**config.mk**
```make
export PLATFORM = sky130hd
export DESIGN_NAME = scp_port
export DESIGN_NICKNAME = d
export VERILOG_FILES = /design/src/rtl/scp_pkg.sv /design/src/rtl/scp_sync.sv /design/src/rtl/scp_rx.sv /design/src/rtl/scp_tx.sv /design/src/rtl/scp_dout.sv /design/src/rtl/scp_port.sv
export SDC_FILE = /design/constraint.sdc
export NUM_CORES = 1
export LEC_CHECK = 0
export CORE_MARGIN = 2
export CORE_UTILIZATION = 40
export CTS_CLUSTER_SIZE = 8
export DETAILED_ROUTE_END_ITERATION = 8
export DONT_BUFFER_PORTS = 1
export HOLD_SLACK_MARGIN = 0.03
export SLEW_MARGIN = 5
export SYNTH_ARGS = -nofsm -noshare
export SYNTH_HDL_FRONTEND = slang
export SYNTH_SLANG_ARGS = --single-unit
```
**constraint.sdc**
```tcl
create_clock -name clk -period 1.45 [get_ports clk]
set_input_delay 0.0725 -clock clk [delete_from_list [all_inputs] [get_ports clk]]
set_output_delay 0.0725 -clock clk [all_outputs]
set_load 0.005 [all_outputs]
```
**src/rtl/scp_pkg.sv**
```systemverilog
// Package: shared transaction modes and address codes of the serial control port.
// Assumes address bits are collected first-bit-at-LSB.
package scp_pkg;
    typedef enum logic [2:0] {
        M_IDLE = 3'd0,
        M_ADDR = 3'd1,
        M_WR1  = 3'd2,
        M_WR2  = 3'd3,
        M_RD   = 3'd4,
        M_SKIP = 3'd5
    } mode_e;

    localparam logic [7:0] ADDR_WR1 = 8'h28;
    localparam logic [7:0] ADDR_WR2 = 8'h29;
    localparam logic [7:0] ADDR_RD  = 8'h2A;
endpackage

```
**src/rtl/scp_sync.sv**
```systemverilog
// Module: synchronizes a vector of asynchronous pins and flags their edges.
// Assumes each pin stays stable for several system clocks (oversampled).
module scp_sync #(
    parameter int W      = 3,
    parameter int STAGES = 2
) (
    input  logic         clk,
    input  logic         rst_n,
    input  logic [W-1:0] pin_i,
    output logic [W-1:0] lvl_o,
    output logic [W-1:0] rise_o,
    output logic [W-1:0] fall_o
);
    logic [W-1:0] pipe [STAGES];
    logic [W-1:0] prev_q;

    genvar gi;
    generate
        for (gi = 0; gi < STAGES; gi++) begin : g_stage
            if (gi == 0) begin : g_first
                // first capture flop of each pin
                always_ff @(posedge clk) begin
                    if (!rst_n) pipe[0] <= '0;
                    else        pipe[0] <= pin_i;
                end
            end else begin : g_next
                // further metastability stages
                always_ff @(posedge clk) begin
                    if (!rst_n) pipe[gi] <= '0;
                    else        pipe[gi] <= pipe[gi-1];
                end
            end
        end
    endgenerate

    // previous synchronized level for edge detection
    always_ff @(posedge clk) begin
        if (!rst_n) prev_q <= '0;
        else        prev_q <= pipe[STAGES-1];
    end

    assign lvl_o  = pipe[STAGES-1];
    assign rise_o = pipe[STAGES-1] & ~prev_q;
    assign fall_o = ~pipe[STAGES-1] & prev_q;
endmodule

```
**src/rtl/scp_rx.sv**
```systemverilog
// Module: address decode, write shifter and commit of the two config registers.
// Assumes synchronized enable/clock/data; data sampled on shift-clock rise.
module scp_rx
    import scp_pkg::*;
#(
    parameter int          ADDR_W = 8,
    parameter int          DATA_W = 24,
    parameter logic [23:0] RST1   = 24'h800000,
    parameter logic [23:0] RST2   = 24'h000000
) (
    input  logic              clk,
    input  logic              rst_n,
    input  logic              ce_lvl,
    input  logic              ce_rise,
    input  logic              ce_fall,
    input  logic              cl_rise,
    input  logic              di_lvl,
    output mode_e             mode_o,
    output logic              rd_enter_o,
    output logic [DATA_W-1:0] cfg1_o,
    output logic [DATA_W-1:0] cfg2_o
);
    localparam int AC_W = $clog2(ADDR_W + 1);
    localparam int DC_W = $clog2(DATA_W + 1);
    localparam logic [AC_W-1:0] ACNT_LAST = AC_W'(ADDR_W - 1);
    localparam logic [DC_W-1:0] DCNT_FULL = DC_W'(DATA_W);

    mode_e             mode_q;
    logic [ADDR_W-1:0] addr_sh;
    logic [ADDR_W-1:0] addr_nxt;
    logic [DATA_W-1:0] data_sh;
    logic [AC_W-1:0]   acnt_q;
    logic [DC_W-1:0]   dcnt_q;
    logic              addr_done;
    mode_e             dec_mode;

    // next address value with the new bit entering at the MSB
    assign addr_nxt  = {di_lvl, addr_sh[ADDR_W-1:1]};
    assign addr_done = ce_lvl && cl_rise && (mode_q == M_ADDR) && (acnt_q == ACNT_LAST);

    // decode the completed address into a transaction mode
    always_comb begin
        case (addr_nxt)
            ADDR_WR1: dec_mode = M_WR1;
            ADDR_WR2: dec_mode = M_WR2;
            ADDR_RD:  dec_mode = M_RD;
            default:  dec_mode = M_SKIP;
        endcase
    end

    assign rd_enter_o = addr_done && (dec_mode == M_RD);

    // transaction sequencing: address collection then data shifting
    always_ff @(posedge clk) begin
        if (!rst_n) begin
            mode_q  <= M_IDLE;
            addr_sh <= '0;
            data_sh <= '0;
            acnt_q  <= '0;
            dcnt_q  <= '0;
        end else if (ce_rise) begin
            mode_q <= M_ADDR;
            acnt_q <= '0;
            dcnt_q <= '0;
        end else if (ce_fall) begin
            mode_q <= M_IDLE;
        end else if (ce_lvl && cl_rise) begin
            case (mode_q)
                M_ADDR: begin
                    addr_sh <= addr_nxt;
                    acnt_q  <= acnt_q + 1'b1;
                    if (acnt_q == ACNT_LAST) mode_q <= dec_mode;
                end
                M_WR1, M_WR2: begin
                    if (dcnt_q != DCNT_FULL) begin
                        data_sh <= {di_lvl, data_sh[DATA_W-1:1]};
                        dcnt_q  <= dcnt_q + 1'b1;
                    end
                end
                default: ;
            endcase
        end
    end

    // commit of complete writes on the enable falling edge
    always_ff @(posedge clk) begin
        if (!rst_n) begin
            cfg1_o <= RST1[DATA_W-1:0];
            cfg2_o <= RST2[DATA_W-1:0];
        end else if (ce_fall && dcnt_q == DCNT_FULL) begin
            if (mode_q == M_WR1) cfg1_o <= data_sh;
            if (mode_q == M_WR2) cfg2_o <= data_sh;
        end
    end

    assign mode_o = mode_q;

    AST_COMMIT_AT_CE_FALL: assert property (@(posedge clk) disable iff (!rst_n)
        (!$stable(cfg1_o) || !$stable(cfg2_o)) |-> $past(ce_fall));
    AST_DATA_COUNT_LIMIT: assert property (@(posedge clk) disable iff (!rst_n)
        dcnt_q <= DCNT_FULL);
    AST_ADDR_ONLY_IN_ADDR: assert property (@(posedge clk) disable iff (!rst_n)
        (mode_q == M_IDLE) |-> $stable(addr_sh));
endmodule

```
**src/rtl/scp_tx.sv**
```systemverilog
// Module: sticky lock flag, read-frame capture and serial shift-out.
// Assumes the frame is loaded on address recognition and advanced on clock falls.
module scp_tx #(
    parameter int CNT_W = 20
) (
    input  logic             clk,
    input  logic             rst_n,
    input  logic             ce_fall,
    input  logic             cl_fall,
    input  logic             rd_enter,
    input  logic             rd_active,
    input  logic             locked,
    input  logic             io1,
    input  logic             io2,
    input  logic [CNT_W-1:0] count,
    output logic             rd_bit_o,
    output logic             rd_valid_o
);
    localparam int FRAME_W = CNT_W + 3;

    logic               lock_sticky;
    logic [FRAME_W-1:0] frame_q;
    logic               primed_q;

    // lock flag: cleared by any loss of lock, reloaded at each transaction end
    always_ff @(posedge clk) begin
        if (!rst_n)       lock_sticky <= 1'b1;
        else if (ce_fall) lock_sticky <= locked;
        else if (!locked) lock_sticky <= 1'b0;
    end

    // frame capture at read entry, shift on each later clock fall
    always_ff @(posedge clk) begin
        if (!rst_n) begin
            frame_q  <= '0;
            primed_q <= 1'b0;
        end else if (rd_enter) begin
            frame_q  <= {io2, io1, lock_sticky, count};
            primed_q <= 1'b0;
        end else if (rd_active && cl_fall) begin
            if (primed_q) frame_q <= {frame_q[FRAME_W-2:0], 1'b0};
            else          primed_q <= 1'b1;
        end
    end

    assign rd_bit_o   = frame_q[FRAME_W-1];
    assign rd_valid_o = primed_q;

    AST_FRAME_MOVES_ON_EDGE: assert property (@(posedge clk) disable iff (!rst_n)
        !$stable(frame_q) |-> $past(rd_enter || (rd_active && cl_fall)));
    AST_LOCK_STICKY: assert property (@(posedge clk) disable iff (!rst_n)
        (!locked && !ce_fall) |=> !lock_sticky);
endmodule

```
**src/rtl/scp_dout.sv**
```systemverilog
// Module: drives the open-drain return line (1 = pull low).
// Assumes the selector and pin-direction bits come from committed register 2.
module scp_dout
    import scp_pkg::*;
(
    input  logic       clk,
    input  logic       rst_n,
    input  logic       ce_lvl,
    input  mode_e      mode,
    input  logic       rd_bit,
    input  logic       rd_valid,
    input  logic [2:0] sel,
    input  logic       io1_is_out,
    input  logic       io2_is_out,
    input  logic       locked,
    input  logic       meas_done,
    input  logic       io1,
    input  logic       io2,
    output logic       do_low_o
);
    logic idle_low;

    // status choice while no transaction is running
    always_comb begin
        case (sel)
            3'd1:    idle_low = !locked;
            3'd2:    idle_low = meas_done;
            3'd5:    idle_low = !io1_is_out && !io1;
            3'd6:    idle_low = !io2_is_out && !io2;
            default: idle_low = 1'b0;
        endcase
    end

    // registered line driver: frame in reads, open in other transactions
    always_ff @(posedge clk) begin
        if (!rst_n)      do_low_o <= 1'b0;
        else if (ce_lvl) do_low_o <= (mode == M_RD) && rd_valid && !rd_bit;
        else             do_low_o <= idle_low;
    end

    AST_OUTPUT_PIN_OPEN: assert property (@(posedge clk) disable iff (!rst_n)
        (!ce_lvl && sel == 3'd5 && io1_is_out) |=> !do_low_o);
endmodule

```
**src/rtl/scp_port.sv**
```systemverilog
// Module: top of the addressed three-wire serial control port.
// Assumes host pins are asynchronous and slow relative to clk.
module scp_port
    import scp_pkg::*;
#(
    parameter int          SYNC_STAGES = 2,
    parameter int          ADDR_W      = 8,
    parameter int          DATA_W      = 24,
    parameter int          CNT_W       = 20,
    parameter int          SEL_LSB     = 0,
    parameter int          IO1_DIR_BIT = 3,
    parameter int          IO2_DIR_BIT = 4,
    parameter logic [23:0] RST1        = 24'h800000,
    parameter logic [23:0] RST2        = 24'h000000
) (
    input  logic              clk,
    input  logic              rst_n,
    input  logic              ce_in,
    input  logic              sclk_in,
    input  logic              sdi_in,
    input  logic              io1_in,
    input  logic              io2_in,
    input  logic              locked_in,
    input  logic              meas_done_in,
    input  logic [CNT_W-1:0]  count_in,
    output logic [DATA_W-1:0] cfg1_o,
    output logic [DATA_W-1:0] cfg2_o,
    output logic              do_low_o
);
    localparam int PIN_CE = 0;
    localparam int PIN_CL = 1;
    localparam int PIN_DI = 2;

    logic [2:0] lvl, rise, fall;
    mode_e      mode;
    logic       rd_enter, rd_bit, rd_valid;

    scp_sync #(.W(3), .STAGES(SYNC_STAGES)) u_sync (
        .clk    (clk),
        .rst_n  (rst_n),
        .pin_i  ({sdi_in, sclk_in, ce_in}),
        .lvl_o  (lvl),
        .rise_o (rise),
        .fall_o (fall)
    );

    scp_rx #(.ADDR_W(ADDR_W), .DATA_W(DATA_W), .RST1(RST1), .RST2(RST2)) u_rx (
        .clk        (clk),
        .rst_n      (rst_n),
        .ce_lvl     (lvl[PIN_CE]),
        .ce_rise    (rise[PIN_CE]),
        .ce_fall    (fall[PIN_CE]),
        .cl_rise    (rise[PIN_CL]),
        .di_lvl     (lvl[PIN_DI]),
        .mode_o     (mode),
        .rd_enter_o (rd_enter),
        .cfg1_o     (cfg1_o),
        .cfg2_o     (cfg2_o)
    );

    scp_tx #(.CNT_W(CNT_W)) u_tx (
        .clk        (clk),
        .rst_n      (rst_n),
        .ce_fall    (fall[PIN_CE]),
        .cl_fall    (fall[PIN_CL]),
        .rd_enter   (rd_enter),
        .rd_active  (lvl[PIN_CE] && mode == M_RD),
        .locked     (locked_in),
        .io1        (io1_in),
        .io2        (io2_in),
        .count      (count_in),
        .rd_bit_o   (rd_bit),
        .rd_valid_o (rd_valid)
    );

    scp_dout u_dout (
        .clk        (clk),
        .rst_n      (rst_n),
        .ce_lvl     (lvl[PIN_CE]),
        .mode       (mode),
        .rd_bit     (rd_bit),
        .rd_valid   (rd_valid),
        .sel        (cfg2_o[SEL_LSB +: 3]),
        .io1_is_out (cfg2_o[IO1_DIR_BIT]),
        .io2_is_out (cfg2_o[IO2_DIR_BIT]),
        .locked     (locked_in),
        .meas_done  (meas_done_in),
        .io1        (io1_in),
        .io2        (io2_in),
        .do_low_o   (do_low_o)
    );

    AST_OPEN_DURING_WRITE: assert property (@(posedge clk) disable iff (!rst_n)
        (lvl[PIN_CE] && (mode == M_WR1 || mode == M_WR2 || mode == M_SKIP)) |=> !do_low_o);
    AST_SKIP_NO_COMMIT: assert property (@(posedge clk) disable iff (!rst_n)
        (mode == M_SKIP) |=> ($stable(cfg1_o) && $stable(cfg2_o)));
endmodule

```
==> flow_summary_export.csv, run 1 <==
group,metric,value,unit
status,failed_checks,"hold timing, setup timing",
sta,hold_viol,106,
floorplanning,die_x,117,um
final_layout,fillerInstances,1135,
synthesis,synth_fp_nets,595,
synthesis,synth_edf_count,0,
synthesis,synthArstFlopShare,0,%
sta,setup_viol,73,
power,pwr-share-comb,1.9,%
power,pwr_density_cell,1180,nW/um2
sta,slew_headroom,78.5,%
detailed_routing,wl_per_cell,15.5,um
detailed_routing,wl,12200,um
critical_path,worstPathMaxFanout,6,
power,seqPwrFrac,42.9,%
floorplanning,pin_count,78,
sta,layout_min_cycle_time,1.58,ns
power,vdd_ir_drop_max,0.000795,V
clocking,cts_buffers,17,
sta,worst_slack,-0.128,ns
clocking,cts.clk_slew.worst_paths,0.05,ns
final_layout,nNetsFinal,633,
critical_path,start_kind,"flip-flop",
clocking,worstSkewPairLatency,0.42,ns
power,leakagePower,2.69,nW
clocking,holdBufCountCts,13,
placement,numPortBuffers,0,
flow_run,cap_violations,0,
grt,grt_start_max_net_pins,117,
floorplanning,die-area,13600,um2
floorplanning,initial_core_util,40.6,%
power,switchingPower,1.56,mW
floorplanning,coreArea,12500,um2
sta,fin_crit_sh,109,%
grt,gr-total-overflow,0,
final_layout,diodes,0,
grt,grt_pass1_vias,3765,
placement,place_ws,-0.119,ns
detailed_routing,drt_iter0_markers,214,
worst_hold_path,hp-class,"in -> reg",
floorplanning,fp-row-count,41,
placement,gp_congestion,0.816,
sta,fmax,0.634,GHz
sta,hold_ws,-0.245,ns
synthesis,syn_inst,561,
sta,grt_setup_unrepaired,"yes",
synthesis,synth_area_per_cell,9.06,um2
critical_path,end_kind,"flip-flop",
grt,grt_first_pass_wirelength,18100,um
sta,worst_pin_slew,0.320,ns
detailed_routing,vias,4017,
clocking,cts_sinks,125,
floorplanning,die_y,117,um
status,status,"finished, violations left",
synthesis,netlist-cell-type-count,42,
synthesis,ys_seq_area_share,49.2,%
synthesis,ys.flop_type,"dfxtp_1",
final_layout,drive_gt1_share,25.3,%
clocking,clockRootBuffer,"clkbuf_16",
power,clkPwrFrac,55.2,%
clocking,cts_tree,"built",
critical_path,critPathArrivalTime,1.93,ns
power,power.internal,6.50,mW
critical_path,path_class,"reg -> reg",
detailed_routing,dr.pass1.iters,4,
grt,grt_usage,17.2,%
detailed_routing,ant_nets,0,
synthesis,synth-seq-cells,125,
sta,slew_violations,0,
grt,antenna_found_initial,0,
placement,hpwl,7330,um
power,swShare,19.4,%
detailed_routing,vias_per_cell,5.12,
synthesis,ys_warn_count,0,
final_layout,areaGrowthSynthToFinish,34.3,%
detailed_routing,drc,0,
clocking,cts_max_level,4,
critical_path,worstPathRequired,1.80,ns
sta,fin_skew,0.00652,ns
clocking,cts_buffer_depth,2,
synthesis,netlist_area,5080,um2
state kept, by name, summed over array words and instances, names as in the netlist:
name / flops
u_tx.lock_sticky: 1
u_tx.rd_valid_o: 1
u_rx.cfg2_o: 24
u_dout.do_low_o: 1
u_rx.cfg1_o: 24
u_tx.frame_q: 23
u_sync.prev_q: 2
u_rx.mode_o: 3
u_rx.dcnt_q: 5
u_sync.pipe: 6
u_rx.addr_sh: 7
u_rx.data_sh: 24
u_rx.acnt_q: 4
layer usage:
metal  part of all wire, %  global-route usage [%]  vias up  routed length (um)
met2                    49                    28.3       86                5950
met3                   5.9                    6.75       12                 723
met5                     0                       0        -                   0
met4                   1.0                    7.06        0                 125
li1                      -                       -     1990                   -
met1                    44                    20.1     1929                5390
synth_stat cells (5+ instances only):
master,number,area share [%]
ha_1,5,1.2
a21boi_0,42,6.2
o31ai_1,22,3.2
a21boi_1,5,0.74
dfxtp_1,125,49
buf_2,9,0.89
nor2b_1,36,4.4
nand3_1,7,0.69
inv_1,6,0.44
nand2_1,145,11
and2_1,8,0.98
clkbuf_1,27,2.0
mux2i_1,34,6.7
a31oi_1,22,2.7
nand4_1,5,0.62
nor2_1,15,1.1
logic make-up after synthesis:
| kind of cell | share of synthesized area, % |
|---|---|
| AND/OR/NAND/NOR | 23.1 |
| multiplexers | 6.70 |
| adder cells (fa/ha/maj) | 1.23 |
| AO/OA/AOI/OAI | 14.6 |
| flip-flops | 49.2 |
| buffers and inverters | 4.28 |
| XOR/XNOR | 0.862 |
worst max-delay path, cell delays in order, from the launching register on:
cell	delay, ns
dfxtp_2	0.32
inv_2	0.07
ha_4	0.13
and4b_2	0.27
and4b_4	0.34
buf_6	0.17
nand2_1	0.08
a21boi_1	0.12
area by class of cell:
cell class	instances	area [um2]	share of cell area, %
well taps	172	215	3.15
repair buffers	60	714	10.5
clock buffers	20	457	6.69
multi-input cells	389	2720	39.9
clock inverters	12	168	2.46
inverters	6	27.5	0.403
flip-flops and latches	125	2520	36.9
stage by stage:
step	std cells	power [mW]	area (um2)	setup TNS (ns)	util, %
after floorplan	561	3.65	5160	-1.44	-
after global placement	729	3.64	5490	-1.91	43.8
after detailed placement	729	3.64	5490	-5.27	43.8
after CTS	778	8.14	6360	-3.97	50.8
after global routing	784	8.33	6820	-11.78	54.5
final	784	8.06	6820	-4.88	54.5
power by group through the flow:
stage / registers (mW) / logic (mW) / clock network (mW)
finish: 3.46 / 0.152 / 4.45
global placement: 3.53 / 0.106 / 0
CTS: 3.46 / 0.137 / 4.55
detailed placement: 3.53 / 0.107 / 0
global route: 3.46 / 0.162 / 4.71
floorplan: 3.53 / 0.114 / 0
worst paths after layout:
| path | startpoint | to | slack (ns) | depth (start not counted) |
|---|---|---|---|---|
| worst max-delay path | u_rx.dcnt_q[1] | u_rx.cfg1_o[0] | -0.13 | 7 |
| worst min-delay path | rst_n | u_rx.cfg1_o[23] | -0.24 | 1 |
| worst max register to register | u_rx.dcnt_q[1] | u_rx.cfg1_o[0] | -0.13 | 7 |
| worst min register to register | u_tx.frame_q[13] | u_tx.frame_q[14] | 0.47 | 2 |
cells in the final DEF (no fill, tap or decap), types with 12 or more instances in the layout:
master,count
dfxtp_1,115
dlygate4sd3_1,13
nand2_2,12
mux2i_1,32
a31oi_1,17
nor2b_1,36
o31ai_1,16
clkbuf_16,22
a21boi_1,36
buf_4,22
nand2_1,124
nor2_1,15
timing repair:
item	CTS	global route
gates cloned	2	6
resized for setup	31	111
hold endpoints to repair	118	110
pin swaps	7	28
setup buffers	2	0
setup endpoints to repair	83	109
(Power assumes the default switching activity.)
==> run 2, diff against run 1 <==
==> constraint.sdc (replaced) <==
create_clock -name clk -period 1.45 [get_ports clk]
set_input_delay 0.29 -clock clk [delete_from_list [all_inputs] [get_ports clk]]
set_output_delay 0.29 -clock clk [all_outputs]
set_load 0.005 [all_outputs]
==> run 2 against run 1 <==
The run still ends with hold timing, setup timing left. Count of clock-buffer cells in the layout unchanged. Via count is 0.35% higher. Flip-flop and latch count unchanged. First-iteration DRC count increased by 15%. Cell count is 0.13% lower. Worst hold slack better by 0.22 ns. Wire length rose by 0.40%. Clock power is essentially flat. Power about the same. Global-route usage about the same. Largest cell class unchanged. Largest power group unchanged.
==> flow_summary_export.csv, run 2 (synthesis results as in run 1) <==
group,metric,value,unit
final_layout,seqCellArea,2520,um2
detailed_routing,wl_per_cell,15.6,um
sta,hold_ws,-0.0284,ns
detailed_routing,drt_iter0_markers,247,
worst_hold_path,hp-class,"in -> reg",
sta,grt_setup_unrepaired,"yes",
clocking,cts_buffer_depth,2,
floorplanning,die-area,13600,um2
final_layout,reg_top3,"u_rx.cfg1_o: 24 flops, u_rx.cfg2_o: 24 flops, u_rx.data_sh: 24 flops",
grt,grt_usage,17.2,%
floorplanning,fp-row-count,41,
critical_path,crit_path_top_delay_cell,"and4b_4",
critical_path,critPathBufInv,2,
final_layout,fin_util,54.4,%
sta,setup_viol,73,
sta,hold_viol,1,
floorplanning,pin_count,78,
final_layout,areaGrowthSynthToFinish,34.1,%
clocking,cts_buffers,17,
power,vdd_ir_drop_max,0.000795,V
final_layout,nNetsFinal,632,
sta,fin_crit_sh,109,%
placement,gp_congestion,0.816,
clocking,holdBufCountCts,12,
detailed_routing,dr.pass1.iters,4,
sta,fin_skew,0.00761,ns
critical_path,r2r-start,"u_rx.dcnt_q[1]",
power,pwr_density_cell,1180,nW/um2
detailed_routing,vias,4031,
clocking,cts_sinks,125,
grt,gr-total-overflow,0,
clocking,clockRootBuffer,"clkbuf_16",
detailed_routing,wl,12200,um
critical_path,cpLargestDelayFamily,"simple AND/OR/NAND/NOR gates",
floorplanning,die_x,117,um
critical_path,cpPeakStageDelay,0.34,ns
status,status,"finished, violations left",
sta,fmax,0.633,GHz
worst_hold_path,hold_path_depth,1,
clocking,cts_max_level,4,
clocking,cts.clk_slew.worst_paths,0.05,ns
final_layout,diodes,0,
sta,layout_min_cycle_time,1.58,ns
detailed_routing,drc,0,
critical_path,end_kind,"flip-flop",
critical_path,worstPathMaxFanout,6,
final_layout,drive_gt1_share,25.4,%
critical_path,start_kind,"flip-flop",
critical_path,worstPathRequired,1.80,ns
final_layout,layout_commonest_cell,"nand2_1",
critical_path,cp.depth,7,
final_layout,fillerInstances,1136,
grt,grt_start_max_net_pins,117,
critical_path,path_class,"reg -> reg",
critical_path,path_cells,"inv_2, ha_4, and4b_2, and4b_4, buf_6, nand2_1, a21boi_1",
grt,antenna_found_initial,0,
placement,numPortBuffers,0,
floorplanning,die_y,117,um
status,failed_checks,"hold timing, setup timing",
sta,worst_pin_slew,0.295,ns
grt,grt_first_pass_wirelength,18100,um
detailed_routing,vias_per_cell,5.15,
final_layout,final_cell_mix,"nand2_1 (124), dfxtp_1 (115), nor2b_1 (36), a21boi_1 (36), mux2i_1 (32)",
detailed_routing,ant_nets,0,
sta,slew_violations,0,
grt,grt_pass1_vias,3764,
final_layout,multiInputGateArea,2720,um2
worst_hold_path,hp-start,"rst_n",
critical_path,startpoint,"u_rx.dcnt_q[1]",
flow_run,cap_violations,0,
power,leakagePower,2.69,nW
critical_path,worstRegToRegCells,7,
placement,hpwl,7330,um
floorplanning,coreArea,12500,um2
clocking,cts_tree,"built",
sta,slew_headroom,80.2,%
clocking,worstSkewPairLatency,0.42,ns
sta,worst_slack,-0.130,ns
floorplanning,initial_core_util,40.6,%
critical_path,critPathArrivalTime,1.93,ns
run 2: cell count changes in the layout (fill, tap and decap cells not counted), sizes merged:
cell         change
dlygate4sd3      -1
run 2: final cells by class:
class	count	area share, %
clock inverters	12	2.46
inverters	6	0.404
clock buffers	20	6.70
well taps	172	3.16
repair buffers	59	10.3
flip-flops and latches	125	37.0
multi-input cells	389	40.0
run 2: metrics by stage:
stage                     power [mW]  setup TNS [ns]  setup WS [ns]  instance area, um2  std cells
after global placement          3.64           -1.91        -0.0750                5490        729
after global routing            8.33          -11.81         -0.194                6810        783
after floorplan                 3.65           -1.44        -0.0495                5160        561
final                           8.05           -4.94         -0.130                6810        783
after CTS                       8.14           -3.97        -0.0992                6350        777
after detailed placement        3.64           -5.27         -0.119                5490        729
run 2: per-layer routing:
layer  share of wire, %  wire [um]  GRT usage (%)
met1                 44       5340           20.2
met2                 49       6050           28.2
met3                5.8        704           6.64
met4                1.2        150           7.06
met5                  0          0              0
run 2: path summary, 6_finish.rpt:
kind / slack [ns] / end
worst min register to register: 0.47 / u_tx.frame_q[14]
worst max-delay path: -0.13 / u_rx.cfg1_o[0]
worst max register to register: -0.13 / u_rx.cfg1_o[0]
worst min-delay path: -0.03 / u_rx.cfg1_o[23]
run 2: where the power goes:
part,switching [mW],leakage (nW),internal [mW]
Combinational,0.0512,1.38,0.0982
Sequential,0.0108,1.01,3.45
Clock,1.50,0.302,2.95
run 2: worst register-to-register path, delay by kind of cell (launching register included):
family | cells | cell delay [ns]
adder cells (fa/ha/maj) | 1 | 0.13
AO/OA/AOI/OAI | 1 | 0.12
flip-flops | 1 | 0.32
buffers and inverters | 2 | 0.24
AND/OR/NAND/NOR | 3 | 0.69
run 2: what timing repair did:
action	4_1_cts	5_1_grt
endpoints found under the setup margin	83	109
hold endpoints to repair	113	73
cloned	2	6
setup buffers	2	0
resized for setup	31	111
pin swaps	7	28
